$ cat src/rtl/ff_pkg.sv
package ff_pkg;
  typedef enum logic [1:0] {
    OP_IDLE   = 2'd0,
    OP_BORDER = 2'd1,
    OP_SEED   = 2'd2,
    OP_START  = 2'd3
  } host_op_e;
endpackage

$ cat src/rtl/ff_cell.sv
module ff_cell (
  input  logic clk,
  input  logic rst,
  input  logic clr_all,
  input  logic ld_border,
  input  logic border_in,
  input  logic ld_seed,
  input  logic seed_in,
  input  logic step,
  input  logic nb_n,
  input  logic nb_s,
  input  logic nb_e,
  input  logic nb_w,
  output logic visited_q,
  output logic grow
);
  logic border_q;
  logic nb_any;

  assign nb_any = nb_n | nb_s | nb_e | nb_w;
  assign grow   = step & ~visited_q & ~border_q & nb_any;

  always_ff @(posedge clk) begin
    if (rst) begin
      border_q  <= 1'b0;
      visited_q <= 1'b0;
    end else begin
      if (ld_border) border_q <= border_in;
      if (clr_all)
        visited_q <= 1'b0;
      else if (ld_seed && seed_in && !border_q)
        visited_q <= 1'b1;
      else if (grow)
        visited_q <= 1'b1;
    end
  end

  // a border cell never holds the inside mark
  assert_border_never_inside_R5: assert property (@(posedge clk) disable iff (rst)
    !(border_q && visited_q));

  // the visited bit only falls when the grid is cleared by a border write
  assert_clear_only_on_border_R2: assert property (@(posedge clk) disable iff (rst)
    $fell(visited_q) |-> $past(clr_all));

  // a cell that becomes inside during a fill had an inside neighbour
  assert_grow_needs_neighbour_R4: assert property (@(posedge clk) disable iff (rst)
    ($rose(visited_q) && $past(step)) |-> $past(nb_any));
endmodule

$ cat src/rtl/ff_ctrl.sv
module ff_ctrl #(
  parameter int GW = 16
) (
  input  logic          clk,
  input  logic          rst,
  input  logic          start_go,
  input  logic          clear_done,
  input  logic          any_grow,
  output logic          busy,
  output logic          done,
  output logic [GW-1:0] gen
);
  localparam logic [GW-1:0] GEN_MAX = {GW{1'b1}};

  always_ff @(posedge clk) begin
    if (rst) begin
      busy <= 1'b0;
      done <= 1'b0;
      gen  <= '0;
    end else if (start_go) begin
      busy <= 1'b1;
      done <= 1'b0;
      gen  <= '0;
    end else if (busy) begin
      if (any_grow) begin
        if (gen != GEN_MAX) gen <= gen + 1'b1;
      end else begin
        busy <= 1'b0;
        done <= 1'b1;
      end
    end else if (clear_done) begin
      done <= 1'b0;
    end
  end

  // busy and done are never high together
  assert_busy_done_exclusive_R7: assert property (@(posedge clk) disable iff (rst)
    !(busy && done));

  // done rises only after a busy generation that changed nothing
  assert_done_after_quiet_R7: assert property (@(posedge clk) disable iff (rst)
    $rose(done) |-> ($past(busy) && !$past(any_grow)));

  // during a fill the count steps by at most one per generation
  assert_gen_step_R8: assert property (@(posedge clk) disable iff (rst)
    (busy && $past(busy)) |-> (gen == $past(gen) || gen == $past(gen) + 1'b1));
endmodule

$ cat src/rtl/ff_rdport.sv
module ff_rdport #(
  parameter int ROWS = 8,
  parameter int COLS = 8,
  localparam int RW = (ROWS > 1) ? $clog2(ROWS) : 1
) (
  input  logic                 clk,
  input  logic                 rst,
  input  logic [ROWS*COLS-1:0] vis_flat,
  input  logic [RW-1:0]        rd_row,
  output logic [COLS-1:0]      rd_bits
);
  logic [COLS-1:0] row_vec [ROWS];

  for (genvar r = 0; r < ROWS; r++) begin : g_rows
    assign row_vec[r] = vis_flat[r*COLS +: COLS];
  end

  always_ff @(posedge clk) begin
    if (rst)
      rd_bits <= '0;
    else if (int'(rd_row) < ROWS)
      rd_bits <= row_vec[rd_row];
    else
      rd_bits <= '0;
  end
endmodule

$ cat src/rtl/flood_fill_grid.sv
module flood_fill_grid #(
  parameter int ROWS = 8,
  parameter int COLS = 8,
  parameter int GW   = 16,
  localparam int RW  = (ROWS > 1) ? $clog2(ROWS) : 1
) (
  input  logic            clk,
  input  logic            rst,
  input  logic            border_we,
  input  logic [RW-1:0]   border_row,
  input  logic [COLS-1:0] border_bits,
  input  logic            seed_we,
  input  logic [RW-1:0]   seed_row,
  input  logic [COLS-1:0] seed_bits,
  input  logic            start,
  input  logic [RW-1:0]   rd_row,
  output logic [COLS-1:0] rd_bits,
  output logic            busy,
  output logic            done,
  output logic [GW-1:0]   gen_count
);
  import ff_pkg::*;

  localparam int NCELL = ROWS * COLS;

  host_op_e         op;
  logic [NCELL-1:0] vis_flat;
  logic [NCELL-1:0] grow_flat;
  logic             any_grow;

  always_comb begin
    if (busy)           op = OP_IDLE;
    else if (border_we) op = OP_BORDER;
    else if (seed_we)   op = OP_SEED;
    else if (start)     op = OP_START;
    else                op = OP_IDLE;
  end

  assign any_grow = |grow_flat;

  for (genvar r = 0; r < ROWS; r++) begin : g_row
    logic row_b;
    logic row_s;
    assign row_b = (op == OP_BORDER) && (border_row == RW'(r));
    assign row_s = (op == OP_SEED) && (seed_row == RW'(r));
    for (genvar c = 0; c < COLS; c++) begin : g_col
      localparam int IDX = r * COLS + c;
      logic nb_n, nb_s, nb_e, nb_w;
      if (r > 0) begin : g_n
        assign nb_n = vis_flat[IDX - COLS];
      end else begin : g_n0
        assign nb_n = 1'b0;
      end
      if (r < ROWS - 1) begin : g_s
        assign nb_s = vis_flat[IDX + COLS];
      end else begin : g_s0
        assign nb_s = 1'b0;
      end
      if (c < COLS - 1) begin : g_e
        assign nb_e = vis_flat[IDX + 1];
      end else begin : g_e0
        assign nb_e = 1'b0;
      end
      if (c > 0) begin : g_w
        assign nb_w = vis_flat[IDX - 1];
      end else begin : g_w0
        assign nb_w = 1'b0;
      end
      ff_cell u_cell (
        .clk       (clk),
        .rst       (rst),
        .clr_all   (op == OP_BORDER),
        .ld_border (row_b),
        .border_in (border_bits[c]),
        .ld_seed   (row_s),
        .seed_in   (seed_bits[c]),
        .step      (busy),
        .nb_n      (nb_n),
        .nb_s      (nb_s),
        .nb_e      (nb_e),
        .nb_w      (nb_w),
        .visited_q (vis_flat[IDX]),
        .grow      (grow_flat[IDX])
      );
    end
  end

  ff_ctrl #(.GW(GW)) u_ctrl (
    .clk        (clk),
    .rst        (rst),
    .start_go   (op == OP_START),
    .clear_done (op == OP_BORDER || op == OP_SEED),
    .any_grow   (any_grow),
    .busy       (busy),
    .done       (done),
    .gen        (gen_count)
  );

  ff_rdport #(.ROWS(ROWS), .COLS(COLS)) u_rd (
    .clk      (clk),
    .rst      (rst),
    .vis_flat (vis_flat),
    .rd_row   (rd_row),
    .rd_bits  (rd_bits)
  );

  // while a fill runs, the visited count never drops
  assert_no_clear_while_busy_R9: assert property (@(posedge clk) disable iff (rst)
    $past(busy) |-> ($countones(vis_flat) >= $countones($past(vis_flat))));
endmodule

$ cat config.mk
export PLATFORM = sky130hd
export DESIGN_NAME = flood_fill_grid
export DESIGN_NICKNAME = d
export VERILOG_FILES = /design/src/rtl/ff_pkg.sv /design/src/rtl/ff_cell.sv /design/src/rtl/ff_ctrl.sv /design/src/rtl/ff_rdport.sv /design/src/rtl/flood_fill_grid.sv
export SDC_FILE = /design/constraint.sdc
export NUM_CORES = 1
export LEC_CHECK = 0
export CORE_UTILIZATION = 64
export CTS_CLUSTER_SIZE = 40
export DETAILED_ROUTE_END_ITERATION = 10
export PLACE_DENSITY_LB_ADDON = 0.25
export RECOVER_POWER = 100
export SKIP_CTS_REPAIR_TIMING = 1
export SLEW_MARGIN = 10
export SYNTH_ARGS = -nofsm -noshare
export SYNTH_HDL_FRONTEND = slang
export SYNTH_HIERARCHICAL = 1
export SYNTH_SLANG_ARGS = --single-unit
$ cat constraint.sdc
create_clock -name clk -period 11.8 [get_ports clk]
set_input_delay 1.18 -clock clk [delete_from_list [all_inputs] [get_ports clk]]
set_output_delay 1.18 -clock clk [all_outputs]
set_load 0.01 [all_outputs]
==> reports/qor.csv <==
metric,value,unit
cts_tree,built,
rows,41,
yosys.area.top_type,dfxtp_1,
tns,0,ns
clk_pin_slew,0.06,ns
setup_viol,0,
fmax,162,MHz
ant_nets,0,
grt_overflow_total,0,
vias_per_cell,7.09,
hold_start,u_ctrl/done$_SDFFE_PP0P_,
yosysSeqAreaShare,0.375,
reg2reg_depth,10,
drt-pass1-iter-count,6,
cts_sinks,154,
routed_wl,25500,um
crit_path_end_kind,register,
r2r_end,u_ctrl/gen[12]$_SDFFE_PP0P_,
drv_slew,114,
grt_pass1_wl,39800,um
cts_buffers,17,
worst_ep_arrival_time,6.49,ns
antenna_cells,0,
period_share,0.522,
hold_ws,0.522,ns
cp.required,12.12,ns
syn-cell-area,8210,um^2
worstMarginPinSlew,3.40,ns
netlist_instances,799,
start_util,0.653,
hold_depth,2,
ys_seq_elements,154,
place_inst,1055,
clkLatencyLatePin,0.43,ns
total_leakage_power,3.32,nW
hpwlAfterDp,17300,um
critPathMaxFanout,46,
r2r_slack,5.63,ns
dp_slack,7.47,ns
synthArstFlopShare,0,
yosysUniqueCellTypes,48,
clockBufferDepth,2,
rsz0062_at_grt,no,
core,12600,um^2
die_x,115,um
yosysWarnings,6,
grt_pass1_vias,7402,
die-area,13300,um^2
crit_type,reg2reg,
vdd.ir_drop.worst,0.113,mV
vias,7705,
placed_area,9070,um^2
final_cells,1087,
syn_area_per_cell,10.3,um^2
avgRoutedWirePerCell,23.5,um
gp_congestion,0.933,
startpoint_type,register,
pin_count,56,
grt_max_degree,108,
slowest_delay,1.85,ns
period_needed,6.17,ns
clock-root-buffer,clkbuf_16,
grt_usage,0.392,
critPathSlowestCell,clkbuf_1,
cap_viol_max_count,2,
yosysMostFrequentCell,dfxtp_1,
slew-limit-headroom,-1.27,
drc_errors,0,
synth_edf_count,0,
yosysTopAreaCellShare,0.375,
yosys_most_used_dff,dfxtp_1,
nets,936,
die_height,115,um
cp_common_cell,nor4_1,
finalWorstSetupSlack,5.63,ns
r2r_start,u_ctrl/busy$_SDFF_PP0_,
final_area,9300,um^2
synthTopCellsByArea,"dfxtp_1, o41ai_2, mux2i_1, a2111oi_1, nor2b_1",
status,finished with violations,
drive_gt1_frac,0.0765,
hp-class,reg2reg,
path_cells,clkbuf_1 > o41ai_1 > nor3_1 > nor4_1 > nand4_1 > or4_1 > nand2_1 > nor4_1 > a41o_1 > nor2_1,
cts_htree_levels,4,
finish.utilization,0.740,
final_hold_viol_count,0,
power_density,137,nW/um^2
synth_commonest_cells,"dfxtp_1, nor2_1, a21oi_1, mux2i_1, nor3_1",
io_buffer_count,55,
violations,"capacitance limit, slew limit",
layout-area-overhead-vs-synth,13.3,%
min_to,u_ctrl/done$_SDFFE_PP0P_,
dr.first_iter.drc_count,1063,
finClkSkew,0.00542,ns
p_total,1.27,mW
antenna_found_initial,0,
cell usage in the layout, fill, tap and decap left out, types with 3 or more instances in the layout:
master,Yosys,final
and3_1,3,3
o31ai_1,3,3
nand2b_1,7,7
clkinv_2,0,5
clkbuf_16,0,17
nand3_1,6,6
a2111oi_1,64,42
dfxtp_1,154,154
a31oi_1,4,4
nand4_1,8,9
o21ai_0,8,8
o41ai_2,64,24
nor2b_1,67,67
dlygate4sd3_1,0,27
clkdlybuf4s50_1,0,27
clkbuf_1,1,11
nand2_1,13,13
or4_1,3,3
mux2i_1,74,74
nor4_1,18,18
a21oi_1,76,76
a2111oi_0,0,22
ha_1,4,4
conb_1,1,32
o41ai_1,1,41
nor2_1,93,93
mux4_1,8,8
or3_1,4,4
bufinv_16,0,4
nor3_1,74,74
mux4_2,8,8
inv_1,4,4
area by class of cell:
| class | instances | area [um^2] |
|---|---|---|
| Clock buffer | 23 | 458 |
| Clock inverter | 9 | 145 |
| Fill cell | 934 | 3270 |
| Inverter | 4 | 15.0 |
| Multi-Input combinational cell | 663 | 4810 |
| Sequential cell | 154 | 3080 |
| Tap cell | 172 | 215 |
| Timing Repair Buffer | 62 | 578 |
report_power, final:
group          total [mW]  internal, mW  switching, mW
Combinational       0.142        0.0538         0.0878
Clock               0.570         0.358          0.212
Sequential          0.560         0.534         0.0267
worst max-delay path, delay by kind of cell (launching register included):
family          cells  cell delay [ns]
buf+inv             1             1.85
compound gates      2             0.66
simple gates        7             2.26
flops               1             1.26
state kept, by name, summed over array words and instances, names as in the netlist:
signal,cells
g_row.g_col.u_cell/visited_q,64
u_ctrl/done,1
g_row.g_col.u_cell/border_q,64
u_ctrl/busy,1
u_rd/rd_bits,8
u_ctrl/gen,16
metal layers:
metal | up-vias | GRT usage | part of all wire | routed length, um
met3 | 104 | 0.100 | 0.10 | 2560
met4 | 0 | 0.177 | 0.038 | 967
met2 | 523 | 0.643 | 0.46 | 11900
met1 | 3671 | 0.487 | 0.40 | 10100
met5 | - | 0 | 0 | 0
li1 | 3407 | - | - | -
worst max path at each step:
stage / endpoint / start / cells after the start / slack (ns)
3_5_place_dp: g_row[5].g_col[6].u_cell/border_q$_SDFFE_PP0P_ / start / 10 / 7.47
2_1_floorplan: g_row[1].g_col[0].u_cell/border_q$_SDFFE_PP0P_ / u_ctrl/busy$_SDFF_PP0_ / 7 / 6.33
6_report: u_ctrl/gen[12]$_SDFFE_PP0P_ / u_ctrl/busy$_SDFF_PP0_ / 10 / 5.63
3_3_place_gp: g_row[7].g_col[0].u_cell/border_q$_SDFFE_PP0P_ / start / 10 / 7.48
5_1_grt: g_row[0].g_col[0].u_cell/border_q$_SDFFE_PP0P_ / u_ctrl/busy$_SDFF_PP0_ / 9 / 5.55
4_1_cts: u_ctrl/gen[12]$_SDFFE_PP0P_ / u_ctrl/busy$_SDFF_PP0_ / 10 / 7.89
kinds of logic (layout without fill, tap and decap cells):
kind of cell / count (synthesis) / in the layout / synth area share
compound gates: 225 / 225 / 0.268
flops: 154 / 154 / 0.375
fa+ha+maj: 4 / 4 / 0.00610
other cells: 1 / 32 / 0.000457
buf+inv: 13 / 98 / 0.0114
mux: 90 / 90 / 0.138
simple gates: 312 / 312 / 0.201
(Power assumes the default switching activity.)
